--- config.mk ---
export PLATFORM = sky130hd
export DESIGN_NAME = status_pull_ctrl
export DESIGN_NICKNAME = d
export VERILOG_FILES = /design/src/rtl/status_pull_ctrl.sv
export SDC_FILE = /design/constraint.sdc
export NUM_CORES = 1
export LEC_CHECK = 0
export ABC_AREA = 1
export ABC_CLOCK_PERIOD_IN_PS = 5600
export BUFFER_PORTS_ARGS = -buffer_cell sky130_fd_sc_hd__buf_4
export CELL_PAD_IN_SITES_DETAIL_PLACEMENT = 1
export CELL_PAD_IN_SITES_GLOBAL_PLACEMENT = 2
export CORE_MARGIN = 2
export CORE_UTILIZATION = 30
export CTS_BUF_LIST = sky130_fd_sc_hd__clkbuf_16
export DETAILED_ROUTE_END_ITERATION = 6
export GPL_TIMING_DRIVEN = 0
export PLACE_DENSITY = 0.92
export RECOVER_POWER = 25
export SETUP_SLACK_MARGIN = 0.3
export SYNTH_ARGS = -nofsm -noshare
export SYNTH_HDL_FRONTEND = slang
export SYNTH_SLANG_ARGS = --single-unit
export TNS_END_PERCENT = 20
--- constraint.sdc ---
create_clock -name clk -period 5.6 [get_ports clk]
set_clock_uncertainty 0.1 [all_clocks]
set_input_delay 0 -clock clk [delete_from_list [all_inputs] [get_ports clk]]
set_output_delay 0 -clock clk [all_outputs]
set_load 0.01 [all_outputs]
--- src/rtl/status_pull_ctrl.sv ---
module status_pull_ctrl #(
  parameter int          AW      = 32,
  parameter int          CW      = 15,
  parameter int          POP     = 28,
  parameter int          HI_OFF  = 24,
  parameter logic [AW-1:0] FIX_ADDR = 2,
  parameter logic [7:0]  EXC_VEC = 8'h4D,
  parameter logic [7:0]  NX_VEC  = 8'h40,
  localparam int         PW      = AW + 2*CW + 2
)(
  input  logic          clk,
  input  logic          rst,
  input  logic          start,
  input  logic [31:0]   instr,
  input  logic [PW-1:0] ptr_in,
  output logic          mem_valid,
  output logic [AW-1:0] mem_addr,
  input  logic          mem_ready,
  input  logic [31:0]   mem_rdata,
  output logic          int_req,
  output logic [1:0]    int_op,
  input  logic          int_ready,
  output logic          pdf_clr,
  output logic          trap_valid,
  output logic [7:0]    trap_vec,
  output logic          trap_cc2,
  output logic          done,
  output logic          ptr_wr,
  output logic [PW-1:0] ptr_out,
  output logic [3:0]    st_cc,
  output logic [2:0]    st_fpc,
  output logic [3:0]    st_mode,
  output logic [16:0]   st_ia,
  output logic [3:0]    st_wk,
  output logic [2:0]    st_inh,
  output logic [3:0]    st_rp,
  output logic          st_ra,
  output logic          st_ma
);
  typedef enum logic [1:0] {IDLE, RD0, RD1, WINT} state_t;
  state_t st;

  logic          rpen_q, cl_q, ad_q;
  logic [PW-1:0] ptr_q;
  logic [31:0]   w0_q, w1_q;

  wire [CW-1:0] wc_in  = ptr_in[CW-1:0];
  wire [AW-1:0] tsa_q  = ptr_q[PW-1 -: AW];
  wire [CW-1:0] wc_q   = ptr_q[CW-1:0];
  wire          wch_q  = ptr_q[CW];
  wire [CW-1:0] sc_q   = ptr_q[2*CW:CW+1];
  wire          scf_q  = ptr_q[2*CW+1];
  wire          is_pop = wc_q != '0;

  wire [AW-1:0] a0 = is_pop ? tsa_q - AW'(HI_OFF) : FIX_ADDR;
  wire [AW-1:0] a1 = is_pop ? tsa_q + AW'(1)      : FIX_ADDR + AW'(1);

  wire [CW:0]   sc_sum  = {1'b0, sc_q} + (CW+1)'(POP);
  wire [PW-1:0] ptr_new = {tsa_q - AW'(POP), scf_q | sc_sum[CW], sc_sum[CW-1:0],
                           wch_q, wc_q - CW'(POP)};

  wire [63:0] ed = {w0_q, (st == RD1) ? mem_rdata : w1_q};
  wire commit = (st == RD1 && mem_ready && !cl_q) || (st == WINT && int_ready);

  assign mem_valid = (st == RD0) || (st == RD1);
  assign mem_addr  = (st == RD1) ? a1 : a0;
  assign int_req   = (st == WINT);
  assign int_op    = {cl_q, ad_q};

  logic unused_bits;
  assign unused_bits = ^{instr[30:24], instr[22], instr[19:0],
                         ed[59], ed[51:49], ed[27], ed[23:8], ed[1:0]};

  always_ff @(posedge clk) begin
    if (rst) begin
      st <= IDLE;
      rpen_q <= 1'b0; cl_q <= 1'b0; ad_q <= 1'b0;
      ptr_q <= '0; w0_q <= '0; w1_q <= '0;
      done <= 1'b0; ptr_wr <= 1'b0; pdf_clr <= 1'b0;
      trap_valid <= 1'b0; trap_vec <= '0; trap_cc2 <= 1'b0;
      ptr_out <= '0;
      st_cc <= '0; st_fpc <= '0; st_mode <= '0; st_ia <= '0;
      st_wk <= '0; st_inh <= '0; st_rp <= '0; st_ra <= 1'b0; st_ma <= 1'b0;
    end else begin
      done       <= 1'b0;
      ptr_wr     <= 1'b0;
      pdf_clr    <= 1'b0;
      trap_valid <= 1'b0;
      trap_cc2   <= 1'b0;
      case (st)
        IDLE: if (start) begin
          rpen_q <= instr[23];
          cl_q   <= instr[21];
          ad_q   <= instr[20];
          ptr_q  <= ptr_in;
          if (instr[31]) begin
            trap_valid <= 1'b1;
            trap_vec   <= NX_VEC;
          end else if (wc_in != '0 && wc_in < CW'(POP)) begin
            trap_valid <= 1'b1;
            trap_vec   <= EXC_VEC;
            trap_cc2   <= 1'b1;
          end else begin
            st <= RD0;
          end
        end
        RD0: if (mem_ready) begin
          w0_q <= mem_rdata;
          st   <= RD1;
        end
        RD1: if (mem_ready) begin
          w1_q <= mem_rdata;
          if (cl_q) st <= WINT;
        end
        WINT: ;
        default: st <= IDLE;
      endcase
      if (commit) begin
        st      <= IDLE;
        st_cc   <= ed[63:60];
        st_fpc  <= ed[58:56];
        st_mode <= ed[55:52];
        st_ia   <= ed[48:32];
        st_wk   <= ed[31:28];
        st_inh  <= st_inh | ed[26:24];
        if (rpen_q) st_rp <= ed[7:4];
        st_ra   <= ed[3];
        st_ma   <= ed[2];
        if (is_pop) begin
          ptr_out <= ptr_new;
          ptr_wr  <= 1'b1;
        end
        pdf_clr <= !cl_q && ad_q;
        done    <= 1'b1;
      end
    end
  end


  mem_hold_chk: assert property (@(posedge clk) disable iff (rst)
    mem_valid && !mem_ready |=> mem_valid && $stable(mem_addr));


  int_hold_chk: assert property (@(posedge clk) disable iff (rst)
    int_req && !int_ready |=> int_req && $stable(int_op));


  done_pulse_chk: assert property (@(posedge clk) disable iff (rst)
    done |=> !done);


  stat_quiet_chk: assert property (@(posedge clk) disable iff (rst)
    !done && !$past(rst) |-> $stable({st_cc, st_fpc, st_mode, st_ia, st_wk,
                                      st_inh, st_rp, st_ra, st_ma}));


  inh_sticky_chk: assert property (@(posedge clk) disable iff (rst)
    !$past(rst) |-> (st_inh & $past(st_inh)) == $past(st_inh));


  trap_excl_chk: assert property (@(posedge clk) disable iff (rst)
    trap_valid |-> !done && !ptr_wr && !mem_valid && !int_req);
endmodule

Word-level counts from Yosys, hierarchy flattened
Cells that the tools add are included.

$add $sub $neg: 5. $mul: 0. Div/mod/pow operators: 0. Magnitude comparators: 1. Equal/unequal tests: 9. Shift-type cells: 0. Multiplexer cells: 17. Bitwise logic cells: 5. Reduce and logical (&&, ||, !) cells: 24.

Operator list (count): 32-bit 2-to-1 mux (4); 32-bit by 5-bit subtractor with 32-bit output (second input constant) (2); 32-bit by 1-bit adder with 32-bit output (second input constant) (1); 15-bit nonzero test (2); 15-bit by 5-bit adder with 16-bit output (second input constant) (1); 8-bit 2-to-1 mux (2); 15-bit by 5-bit < comparator with 1-bit output (second input constant) (1); 15-bit by 5-bit subtractor with 15-bit output (second input constant) (1); 2-bit 2-to-1 mux (6); 2-bit inequality test (second input constant) (6); 2-bit AND reduction (5); 7-bit AND reduction (1); 2-bit one-hot mux with 3 select lines (1); 1-bit logical AND (5); 2-bit == test (second input constant) (2); 1-bit 2-to-1 mux (4); 2-bit OR reduction (2); 4-bit OR reduction (1); 1-bit NOT (3); 3-bit bitwise OR (1); 3-bit AND reduction (1); 3-bit nonzero test (1); 3-bit OR reduction (1); 2-bit by 1-bit == test with 1-bit output (second input constant) (1); 5 further kinds (6).

Flip-flop bits (word level): 251. Latch bits: 0. Memory bits (writable): 0. ROM bits: 0. Bits of input ports: 133. Output and inout bits: 154. Word-level logic and storage cells: 84. Memories: 0.

Longest topological paths before layout
Gate-level depths: netlist of run 1.

Word-level depth: 6. Mapped depth: 11. Gate-level depth less buffers: 10.

Least setup slack after synthesis of run 1
No wires, ideal clock.

Path type: register -> register. Start point: register st[0]. End point: register st_ia[10]. Library setup time: 70 ps. Data arrival time: 1569 ps. Required time: 5430 ps. Setup slack: 3861 ps. Cell stages (with the launch flop): 9. Path buffers: 1. Clock period less this slack: 1739 ps. Cells stage by stage: dfxtp_1 -> inv_1 -> ha_1 -> nand2_2 -> o21ai_4 -> nor2_1 -> clkbuf_1 -> nand2_1 -> o21ai_1.

Cells in the longest elaborated chain, start to end: 4. Elaborated cells between the ends (all ways): 6. Classes of those cells: 2 x eq/ne; 4 x reduce/logical.

RTL lines: start, declared (line 41) `state_t st;`; start signal, assigned (line 76) `st <= IDLE;`; start signal, assigned (line 104) `st <= RD0;`; start signal, assigned (line 109) `st <= RD1;`; 2-bit == test (line 63) `wire commit = (st == RD1 && mem_ready && !cl_q) || (st == WINT && int_ready);`; 1-bit logical AND (2 in series) (line 63); 1-bit logical OR (*) (line 63); end signal, assigned (line 123) `st_ia <= ed[48:32];`; end, declared (line 33) `output logic [16:0] st_ia,`.

Every way passes the cells marked *; elsewhere a longest branch is shown, timed or not. A chain may end at the register's enable or synchronous reset.

Worst setup path after layout of run 1
Start point: register ptr_q[36]. End point: output mem_addr[17].

Cells in the longest elaborated chain, start to end: 3. Elaborated cells between the ends (all ways): 5. Classes of those cells: 2 x add/sub; 3 x mux.

RTL lines: start, declared (line 44) `logic [PW-1:0] ptr_q;`; start signal, assigned (line 95) `ptr_q <= ptr_in;`; 32-bit by 5-bit subtractor with 32-bit output / 32-bit by 1-bit adder with 32-bit output (equally long branches) (line 55, 56); 32-bit 2-to-1 mux, on equally long branches (line 55, 56); 32-bit 2-to-1 mux (*) (line 66) `assign mem_addr = (st == RD1) ? a1 : a0;`; end, declared (line 17) `output logic [AW-1:0] mem_addr,`.

Marked as above.

==> results.md, run 1 <==
* Outcome: finished clean
* Final Critical Period at 3.14 ns
* Max layer used: met4
* Total gr overflow at 0
* Post-CTS sizing at 0
* Combinational power share at 0.442
* # IOs at ~290
* Worst relative slew slack at 0.417
* FF+latch area at 0.00444 mm²
* Least-Margin Pin Slew at 0.875 ns
* Hold Vio Cnt, Final at 0
* Clock root cell: clkbuf_16
* Crit path arrival time at 3.04 ns
* Critical path class: register to output port
* Pwr Density at 469 mW/mm²
* GP Congestion at 0.950
* Core area at 0.0354 mm²
* Net Sw Frac at 0.443
* Die height at ~190 µm
* Vias per std cell at about 5.0
* Area growth, synth to finish at 37.7%
* Leakage Power at ~6.3 nW
* Routed wire length per instance at ~20 µm
* Final nets at 2121
* CP Cell Sequence: ha_1, buf_2, nand3_1, nor3_1, nand3_1, nand2_1, nand3_1, o21ai_0, buf_4
* Avg Cell Area, Syn at 6.76 µm²
* Hold-fix buffers, CTS at 109
* # fillers at about 4600
* Post-synth EDFFs at 0
* 1st-pass router iterations at 5
* Metal-1 WL at 21.9 mm
* Total Power at 6.94 mW
* Crit end category: output port
* Synthesized netlist cell count at 1588
* Global Route Usage Sum at 0.262
* HPWL Detailed at 37.4 mm
* DRC viols at 0
* VDD IR-drop max at 240 µV
* CTS clk-pin slew, worst paths at 0.06 ns
* Area occupied by multi-input gates at 0.00528 mm²
* Iter 0 DRT Violations at 620
* Number of synthesized register bits at 222
* CTS tree: done
* Hold slack final at 0.144 ns
* Die extent in x at 193 µm
* Row cnt at between 60 and 70
* Initial antenna violation count at 2
* Final Util at 0.418
* Number of global-route vias before repair at approximately 13000
* Asr flop ratio synth at 0
* Final wirelength at 50.6 mm
* Most frequent cell on the critical path: nand3_1
* Depth of the CTS H-tree at 1
* Layout cell share with drive strength beyond 1 at 0.125
* Unrepaired setup endpoints after global routing: no
* ANT nets after route at 0
* PnR worst setup slack at 2.46 ns
* Highest-delay cell along the critical path: dfxtp_1
* WL met2 at 23.9 mm
* Clock tree sinks at 222
* Synthesized cell area at 0.0107 mm²
* Fmax at approximately 320 MHz
* Psw at 3.07 mW
* Synth Flop Type: dfxtp_1
* Post-CTS Repair Setup Buffers at 0
* Final Cycle Share at 0.561
* Internal power at 3.87 mW
* DIE AREA at 0.0373 mm²
* Worst EP required at 5.50 ns
* Setup TNS at 0 ns
* Sequential share of power at 0.312
* Fin. max-slew vios at 0
* First-pass GRT wire length at 76.5 mm
* Via count at roughly 12000
* Max Buffers Root-to-Sink at 3
* Synth Warn # at 0
* Worst Path Max Fanout at 8
* Worst slack at placement at 2.75 ns
* IO Port Bufs at 249
* Total CTS buffers at 27
* Met3 WL at 2.39 mm
* Register area share after synthesis at 0.414
* Worst skew pair latency at approximately 0.55 ns
* Synth unique cells at 33
* CP max stage delay at 0.53 ns
* Largest net degree at the start of global routing at 14
* Startpoint Class: register
* Max cap viols at 0
* Hold Crit Class: input port to register
* Clock Power Share at 0.246
* Setup violators final at 0
* Initial core utilization at 0.303
worst paths after layout:
| path | cells after the start | startpoint | slack, ns | end |
|---|---|---|---|---|
| worst min register to register | 2 | st_ma | 0.36 | st_ma |
| worst min-delay path | 4 | ptr_in[17] | 0.14 | ptr_q[17] |
| worst max register to register | 7 | st[0] | 2.72 | ptr_q[36] |
| worst max-delay path | 9 | ptr_q[36] | 2.46 | mem_addr[17] |
area by class of cell:
cell class | instances | area share
timing repair buffer | 358 | 0.177
inverter | 161 | 0.0409
sequential | 222 | 0.301
buffer | 89 | 0.0287
clock inverter | 23 | 0.0114
tap | 461 | 0.0390
antenna | 1 | 0.000169
multi-input combinational | 1119 | 0.357
clock buffer | 27 | 0.0457
flip-flops by register name, indices dropped and copies added, names as in the netlist, 2 cells and up:
signal	count
st_wk	4
w1_q	13
st	2
st_inh	3
w0_q	28
st_mode	4
st_ia	17
ptr_out	64
st_rp	4
trap_vec	2
ptr_q	64
st_cc	4
st_fpc	3
cell usage after synthesis, types with 5 or more instances:
master	n	area (µm²)
inv_1	156	586
dfxtp_1	222	4440
nor2_1	213	800
mux2i_1	9	90.1
a21oi_1	159	796
o21ai_0	187	936
buf_4	9	67.6
buf_2	27	135
nor3_1	16	80.1
clkbuf_1	45	169
ha_1	10	125
buf_1	5	18.8
nand3_1	90	450
xor2_1	27	236
nand4_1	34	213
nand2_1	312	1170
o21ai_1	34	170
metrics by stage:
step	cell area, µm²	cells
finish	14800	2461
global route	14800	2461
CTS	15100	2460
detailed placement	13200	2301
global placement	13200	2301
floorplan	10800	1591
critical path: cells and delay by family, from the launching register on:
family	cells	cell delay, ns
buffers and inverters	2	0.43
and+or+nand+nor	5	0.84
AOI/OAI and AO/OA	1	0.48
adders and majority gates	1	0.21
DFF	1	0.53
logic make-up after synthesis:
group                      count (synthesis)  share of synthesized area
adders and majority gates                 10                     0.0116
muxes                                      9                    0.00839
other                                      1                   0.000349
DFF                                      222                      0.414
AOI/OAI and AO/OA                        387                      0.182
xor gates and xnor gates                  28                     0.0228
and+or+nand+nor                          681                      0.265
buffers and inverters                    250                     0.0958
layer usage:
metal / global-route usage / vias to the layer above
li1: - / 5943
met1: 0.325 / 5995
met2: 0.451 / 332
met3: 0.0371 / 112
met4: 0.112 / 0
met5: 0 / -
power by group through the flow:
stage / sequential [mW] / combinational [mW] / clock (mW)
3_5_place_dp: 2.19 / 3.02 / 0
3_3_place_gp: 2.17 / 2.95 / 0
4_1_cts: 2.16 / 3.11 / 1.73
6_report: 2.16 / 3.07 / 1.71
2_1_floorplan: 2.15 / 1.65 / 0
5_1_grt: 2.19 / 3.36 / 1.81
layout by cell type (no fill, tap or decap), types with 2 or more instances in the layout:
cell and instances:
nand2_1 312, dfxtp_1 222, nor2_1 213, o21ai_0 187, buf_4 165, inv_1 160
a21oi_1 159, clkbuf_1 138, dlygate4sd3_1 109, nand3_1 90, nand4_1 34, o21ai_1 34
buf_2 27, xor2_1 27, clkbuf_16 27, nor3_1 16, ha_1 10, mux2i_1 9
clkinv_1 8, buf_1 5, clkinv_2 5, nor2_4 4, nand2_2 4, nand3b_1 4
inv_2 4, a31oi_1 4, conb_1 4, buf_6 3, inv_6 2, clkinv_4 2
bufinv_16 2
Note: power is estimated with default switching activity, not from simulation.
==> run 2, diff against run 1 <==
Settings changed: ABC_CLOCK_PERIOD_IN_PS 5600 to 2710, CORE_UTILIZATION 30 to 25, PLACE_DENSITY 0.92 to 0.83.
Clock period 5.6 ns to 2.71 ns, I/O delays scaled along.
==> run 2 against run 1 <==
Net effect: combinational power increased by 120%; sequential share of layout area down 1.5 points; setup slack got worse by 2.3 ns; critical path depth grew 1; highest routed layer is now met5; hold slack got worse by 0.028 ns.
==> results.md, run 2 (synthesis gave the netlist of run 1 again) <==
* Outcome: finished clean
* Highest-delay cell along the critical path: dfxtp_4
* DP Cell Count at 2379 (+3.4%)
* Crit path launch: ptr_q[32]
* RR Startpoint: ptr_q[35]
* Row cnt at 75 (+8.7%)
* Global Route Usage Sum at 0.226 (-0.0359)
* Max cap viols at 0 (unchanged)
* Met3 WL at 2.45 mm (+2.5%)
* Total CTS buffers at 28 (+3.7%)
* Fmax at 398 MHz
* Number of global-route vias before repair at 12866 (-1.2%)
* Startpoint Class: register
* Pwr Density at 991 mW/mm² (+110%)
* # IOs at 287 (unchanged)
* Setup TNS at 0 ns (unchanged)
* Worst skew pair latency at 0.60 ns (+0.05 ns)
* CP max stage delay at 0.39 ns (-0.14 ns)
* Die height at 211 µm (+9.3%)
* Finished Layout Cells at 2554 (+3.8%)
* Crit end category: output port
* ANT nets after route at 0 (unchanged)
* CTS tree: done
* Vias per std cell at 4.85 (-3.7%)
* Largest net degree at the start of global routing at 17 (+3)
* HPWL Detailed at 38.8 mm (+3.6%)
* Hold Vio Cnt, Final at 0 (unchanged)
* CP Cell Sequence: ha_4, nand2_2, inv_2, nand2_2, nor2_2, nand3_1, nand2_1, nor2_1, nor3_2, buf_4
* GP Congestion at 0.919 (-3.2%)
* Max layer used: met5
* Max Buffers Root-to-Sink at 3 (unchanged)
* Hold Crit Class: input port to register
* Hold slack final at 0.116 ns (-0.0280 ns)
* Critical path class: register to output port
* Initial core utilization at 0.255 (-0.0485)
* Most frequent cell on the critical path: nand2_2
* Final Critical Period at 2.51 ns
* Via count at 12375 (-0.057%)
* Routed wire length per instance at 20.0 µm (-2.6%)
* Setup violators final at 0 (unchanged)
* Crit path arrival time at 2.41 ns (-0.63 ns)
* Metal-1 WL at 22.2 mm (+1.2%)
* Most frequent cells in the layout: nand2_1 (296), dfxtp_1 (211), buf_4 (186)
* Initial antenna violation count at 3 (+1)
* Die extent in x at 211 µm (+9.3%)
* Worst reg-to-reg setup slack at 0.32 ns (-2.40 ns)
* HP Start: ptr_in[15]
* VDD IR-drop max at 464 µV (+93%)
* Total gr overflow at 0 (unchanged)
* Leakage Power at 6.63 nW (+4.8%)
* Final wirelength at 51.2 mm (+1.1%)
* Worst relative slew slack at 0.479 (+0.0623)
* CTS clk-pin slew, worst paths at 0.06 ns (about the same)
* Final Cycle Share at 0.927
* Worst EP required at 2.61 ns (-2.89 ns)
* Fin. max-slew vios at 0 (unchanged)
* Iter 0 DRT Violations at 531 (-14%)
* Commonest non-fill, non-tap cell in the layout: nand2_1
* Area growth, synth to finish at 45.6%
* First-pass GRT wire length at 76.6 mm (about the same)
* DRC viols at 0 (unchanged)
* 1st-pass router iterations at 5 (unchanged)
* DIE AREA at 0.0446 mm² (+20%)
* Depth of the CTS H-tree at 1 (unchanged)
* IO Port Bufs at 249 (unchanged)
* Worst Path Max Fanout at 5 (-3)
* WL met2 at 24.7 mm (+3.2%)
* Final nets at 2137 (+0.75%)
* Unrepaired setup endpoints after global routing: yes
* Core area at 0.0421 mm² (+19%)
* Top Registers: ptr_out (64), ptr_q (64), w0_q (28)
* Clock tree sinks at 222 (unchanged)
* Layout cell share with drive strength beyond 1 at 0.188 (+0.0625)
* Least-Margin Pin Slew at 0.781 ns (-0.0935 ns)
* Ant diodes at 0 (-1)
* Clock root cell: clkbuf_16
run 2: cell count changes in the layout (fill, tap and decap cells not counted), sizes merged:
| cell | before | now |
|---|---|---|
| buf | 200 | 217 |
| bufinv | 2 | 7 |
| clkinv | 15 | 10 |
| clkinvlp | 1 | 5 |
| inv | 166 | 162 |
| dlygate4sd3 | 109 | 107 |
| clkbuf | 165 | 166 |
| diode | 1 | 0 |
run 2: timing repair:
| item | in CTS | in global routing |
|---|---|---|
| gates resized for setup | 120 | 62 |
| gates cloned | 0 | 0 |
| endpoints found under the hold margin | 135 | 0 |
| hold buffers | 107 | 0 |
| buffers inserted | 7 | 10 |
| pin swaps | 12 | 8 |
| endpoints found under the setup margin | 99 | 106 |
run 2: metrics by stage:
step	worst slack (ns)	total power, mW	util	cell area, µm²
after global routing	0.0830	16.5	0.371	15600
after global placement	0.0277	10.7	0.316	13300
after CTS	0.229	15.5	0.374	15800
after detailed placement	0.0286	10.8	0.316	13300
after floorplan	0.971	7.85	-	10800
final	0.198	15.5	0.371	15600
run 2: worst paths after layout:
path / end / depth (start not counted)
min: ptr_q[15] / 4
max: mem_addr[16] / 10
min reg2reg: w0_q[22] / 2
max reg2reg: ptr_out[61] / 10
run 2: worst max-delay path, delay by kind of cell (launching register included):
| kind | cells | cell delay [ns] |
|---|---|---|
| adder cells (fa/ha/maj) | 1 | 0.19 |
| buffers and inverters | 2 | 0.27 |
| flip-flops | 1 | 0.39 |
| AND/OR/NAND/NOR | 7 | 0.95 |
run 2: layout make-up:
cell class / instances / area, µm²
well taps: 539 / 674
plain buffers: 89 / 529
repair buffers: 373 / 2720
clock inverters: 23 / 323
flip-flops and latches: 222 / 4470
inverters: 161 / 617
fillers: 5282 / 26500
multi-input cells: 1119 / 5610
clock buffers: 28 / 701
run 2: power breakdown:
group | total [mW] | switching, mW | leakage (nW) | internal, mW
logic | 6.85 | 4.49 | 4.31 | 2.36
registers | 4.49 | 0.556 | 1.82 | 3.94
clock network | 4.16 | 1.60 | 0.506 | 2.56
total | 15.5 | 6.65 | 6.63 | 8.86
run 2: layer usage:
| layer | up-vias | track usage |
|---|---|---|
| li1 | 5979 | - |
| met4 | 2 | 0.0777 |
| met1 | 5968 | 0.286 |
| met2 | 329 | 0.392 |
| met5 | - | 0 |
| met3 | 97 | 0.0315 |
==> run 3, diff against run 2 <==
Settings changed: ABC_AREA 1 to unset, CORE_UTILIZATION 25 to 26, SETUP_SLACK_MARGIN 0.3 to 0.4.
==> run 3 against run 2 <==
Net effect: the flow now finishes with violations (hold timing, setup timing); synthesized cell count down 18%; final cell count shrank 10%; total power rose by 3.2%; largest cell class unchanged.
==> results.md, run 3 <==
* ANT nets after route at 0 (unchanged)
* Most frequent cells in the layout: nand2_1 (326), buf_4 (217), dfxtp_1 (205)
* Crit end category: output port
* VDD IR-drop max at 449 µV (-3.1%)
* Critical path class: register to output port
* Clock tree sinks at 222 (unchanged)
* Unrepaired setup endpoints after global routing: yes
* Iter 0 DRT Violations at 634 (+19%)
* Most frequent cell after synthesis: nand2_1
* Asr flop ratio synth at 0 (unchanged)
* CP Cell Sequence: buf_4, nor4_4, buf_4, nand3_4, nor4_4, a21o_1, mux2i_2, buf_4
* Die extent in x at 202 µm (-4.5%)
* Top Registers: ptr_out (64), ptr_q (64), w0_q (28)
* Initial antenna violation count at 2 (-1)
* Top post-synthesis cells by count: nand2_1 (339), dfxtp_1 (222), a21oi_1 (163)
* Synth unique cells at 59 (+79%)
* Max Buffers Root-to-Sink at 3 (unchanged)
* Total CTS buffers at 27 (-3.6%)
* Ranking of synthesized cells by area: dfxtp_1 (44%), nand2_1 (13%), a21oi_1 (8.0%)
* Fmax at 357 MHz (-10%)
* Crit path arrival time at 2.70 ns (+0.29 ns)
* Worst Path Max Fanout at 7 (+2)
* DIE AREA at 0.0407 mm² (-8.8%)
* Mux cell area share after synthesis at 0.0171 (+0.00871)
* Most frequent cell on the critical path: buf_4
* Via count at 11303 (-8.7%)
* Cell area after placement at 0.0127 mm² (-4.5%)
* Worst relative slew slack at 0.371 (-0.108)
* Post-synth EDFFs at 0 (unchanged)
* Total gr overflow at 0 (unchanged)
* Layout cell share with drive strength beyond 1 at 0.269 (+0.0810)
* Synthesized netlist cell count at 1300 (-18%)
* Commonest non-fill, non-tap cell in the layout: nand2_1
* First-pass GRT wire length at 67.2 mm (-12%)
* Xor/xnor cell area share of the yosys netlist at 0.0603 (+0.0374)
* Post-route cell area at 0.0161 mm² (+2.7%)
* Synth Warn # at 0 (unchanged)
* Top Family by Delay on Critical Path: simple AND/OR/NAND/NOR gates
* Die height at 202 µm (-4.5%)
* Outcome: complete, but fails checks
* Leakage Power at 6.02 nW (-9.2%)
* CTS tree: done
* Number of global-route vias before repair at 11473 (-11%)
* Initial core utilization at 0.263 (+0.00827)
* Global Route Usage Sum at 0.211 (-0.0152)
* Synth Flop Type: dfxtp_1
* Final wirelength at 45.4 mm (-11%)
* Post-synth top area cell: dfxtp_1
* Synthesized cell area at 0.0102 mm² (-5.3%)
* Final Util at 0.415 (+0.0443)
* Core area at 0.0386 mm² (-8.3%)
* Pwr Density at 996 mW/mm² (+0.53%)
* Number of synthesized register bits at 222 (unchanged)
* Final nets at 1898 (-11%)
* Highest-delay cell along the critical path: nor4_4
* Hold Crit Class: input port to register
* Avg Cell Area, Syn at 7.82 µm² (+16%)
* CTS clk-pin slew, worst paths at 0.06 ns (about the same)
* CP bufs+invs at 3 (+1)
* Max cap viols at 0 (unchanged)
* Largest net degree at the start of global routing at 15 (-2)
* Depth of the CTS H-tree at 1 (unchanged)
* GP Congestion at 0.885 (-3.7%)
* 1st-pass router iterations at 5 (unchanged)
* IO Port Bufs at 249 (unchanged)
* Clock root cell: clkbuf_16
* Fin. max-slew vios at 0 (unchanged)
* Register area share after synthesis at 0.437 (+0.0232)
* Row cnt at 72 (-4.0%)
* Complex-gate fraction of the synthesized area at 0.157 (-0.0250)
* CP max stage delay at 0.31 ns (-0.08 ns)
* Largest family of logic cells by synthesized area: simple AND/OR/NAND/NOR gates
* Startpoint Class: register
* Worst EP required at 2.61 ns (about the same)
* Vias per std cell at 4.92 (+1.6%)
* # IOs at 287 (unchanged)
* Setup violators final at 4 (+4)
* Setup TNS at -0.217 ns (-0.217 ns)
* Hold slack final at -0.0394 ns (-0.155 ns)
* Simple-Gate Fraction of Synth Area at 0.263 (-0.00154)
* Routed wire length per instance at 19.8 µm (-1.4%)
* Final Critical Period at 2.80 ns (+0.293 ns)
* Least-Margin Pin Slew at 0.943 ns (+0.162 ns)
* HPWL Detailed at 31.5 mm (-19%)
* Proportion of netlist area held by the largest area contributor at 0.437 (+0.0232)
* Final Cycle Share at 1.04 (+0.108)
* Hold Vio Cnt, Final at 3 (+3)
* PnR worst setup slack at -0.0950 ns (-0.293 ns)
* Worst reg-to-reg setup slack at 0.27 ns (-0.05 ns)
* Worst skew pair latency at 0.57 ns (-0.03 ns)
* DRC viols at 0 (unchanged)
* Adder-cell area share of the yosys netlist at 0.0123 (+0.000652)
* Failing checks: hold timing, setup timing
* Area growth, synth to finish at 57.9%
## run 3: routing by layer
layer  track usage  share of wire
met5             0              0
met4        0.0667          0.029
met3        0.0322          0.053
met2         0.365           0.49
met1         0.268           0.43
## run 3: what timing repair did
| action | in CTS | in global routing |
|---|---|---|
| endpoints found under the hold margin | 127 | 0 |
| resized for setup | 201 | 117 |
| pin swaps | 53 | 72 |
| buffers inserted | 41 | 28 |
| gates cloned | 1 | 0 |
| endpoints found under the setup margin | 177 | 118 |
| hold buffers | 104 | 0 |
## run 3: path summary, 6_finish.rpt
check	start	depth (start not counted)	to
hold reg to reg	st_ia[13]	2	st_ia[13]
setup / recovery	ptr_q[51]	8	mem_addr[27]
hold / removal	int_ready	5	st_rp[1]
setup reg to reg	ptr_q[36]	7	ptr_out[56]
## run 3: worst min-delay path: cells and delay by family
family,cells,cell delay [ns]
buf+inv,1,0.11
compound gates,3,0.35
simple gates,1,0.11
## run 3: power by group
| part | total, mW | internal, mW | switching, mW |
|---|---|---|---|
| clock | 3.73 | 2.20 | 1.53 |
| sequential | 4.25 | 3.80 | 0.452 |
| combinational | 8.02 | 3.55 | 4.47 |
| total | 16.0 | 9.55 | 6.45 |
## run 3: cell families after synthesis
group / count (synthesis)
other cells: 1
simple gates: 596
fa+ha+maj: 10
buf+inv: 122
flops: 222
compound gates: 262
mux: 17
xor+xnor: 70
## run 3: layout make-up
type / count / area, µm²
well taps: 518 / 648
inverters: 11 / 41.3
clock buffers: 27 / 676
flip-flops and latches: 222 / 4480
fillers: 4560 / 22600
plain buffers: 111 / 716
diodes: 2 / 5.00
clock inverters: 23 / 231
multi-input cells: 959 / 6010
repair buffers: 423 / 3260
## run 3: per-stage QoR
| stage | setup WS [ns] | std cells | power [mW] |
|---|---|---|---|
| 5_1_grt | -0.160 | 2295 | 16.8 |
| 4_1_cts | 0.00122 | 2266 | 15.4 |
| 3_3_place_gp | -0.584 | 2070 | 10.1 |
| 6_report | -0.0950 | 2296 | 16.0 |
| 3_5_place_dp | -0.596 | 2070 | 10.2 |
| 2_1_floorplan | 0.542 | 1303 | 7.66 |
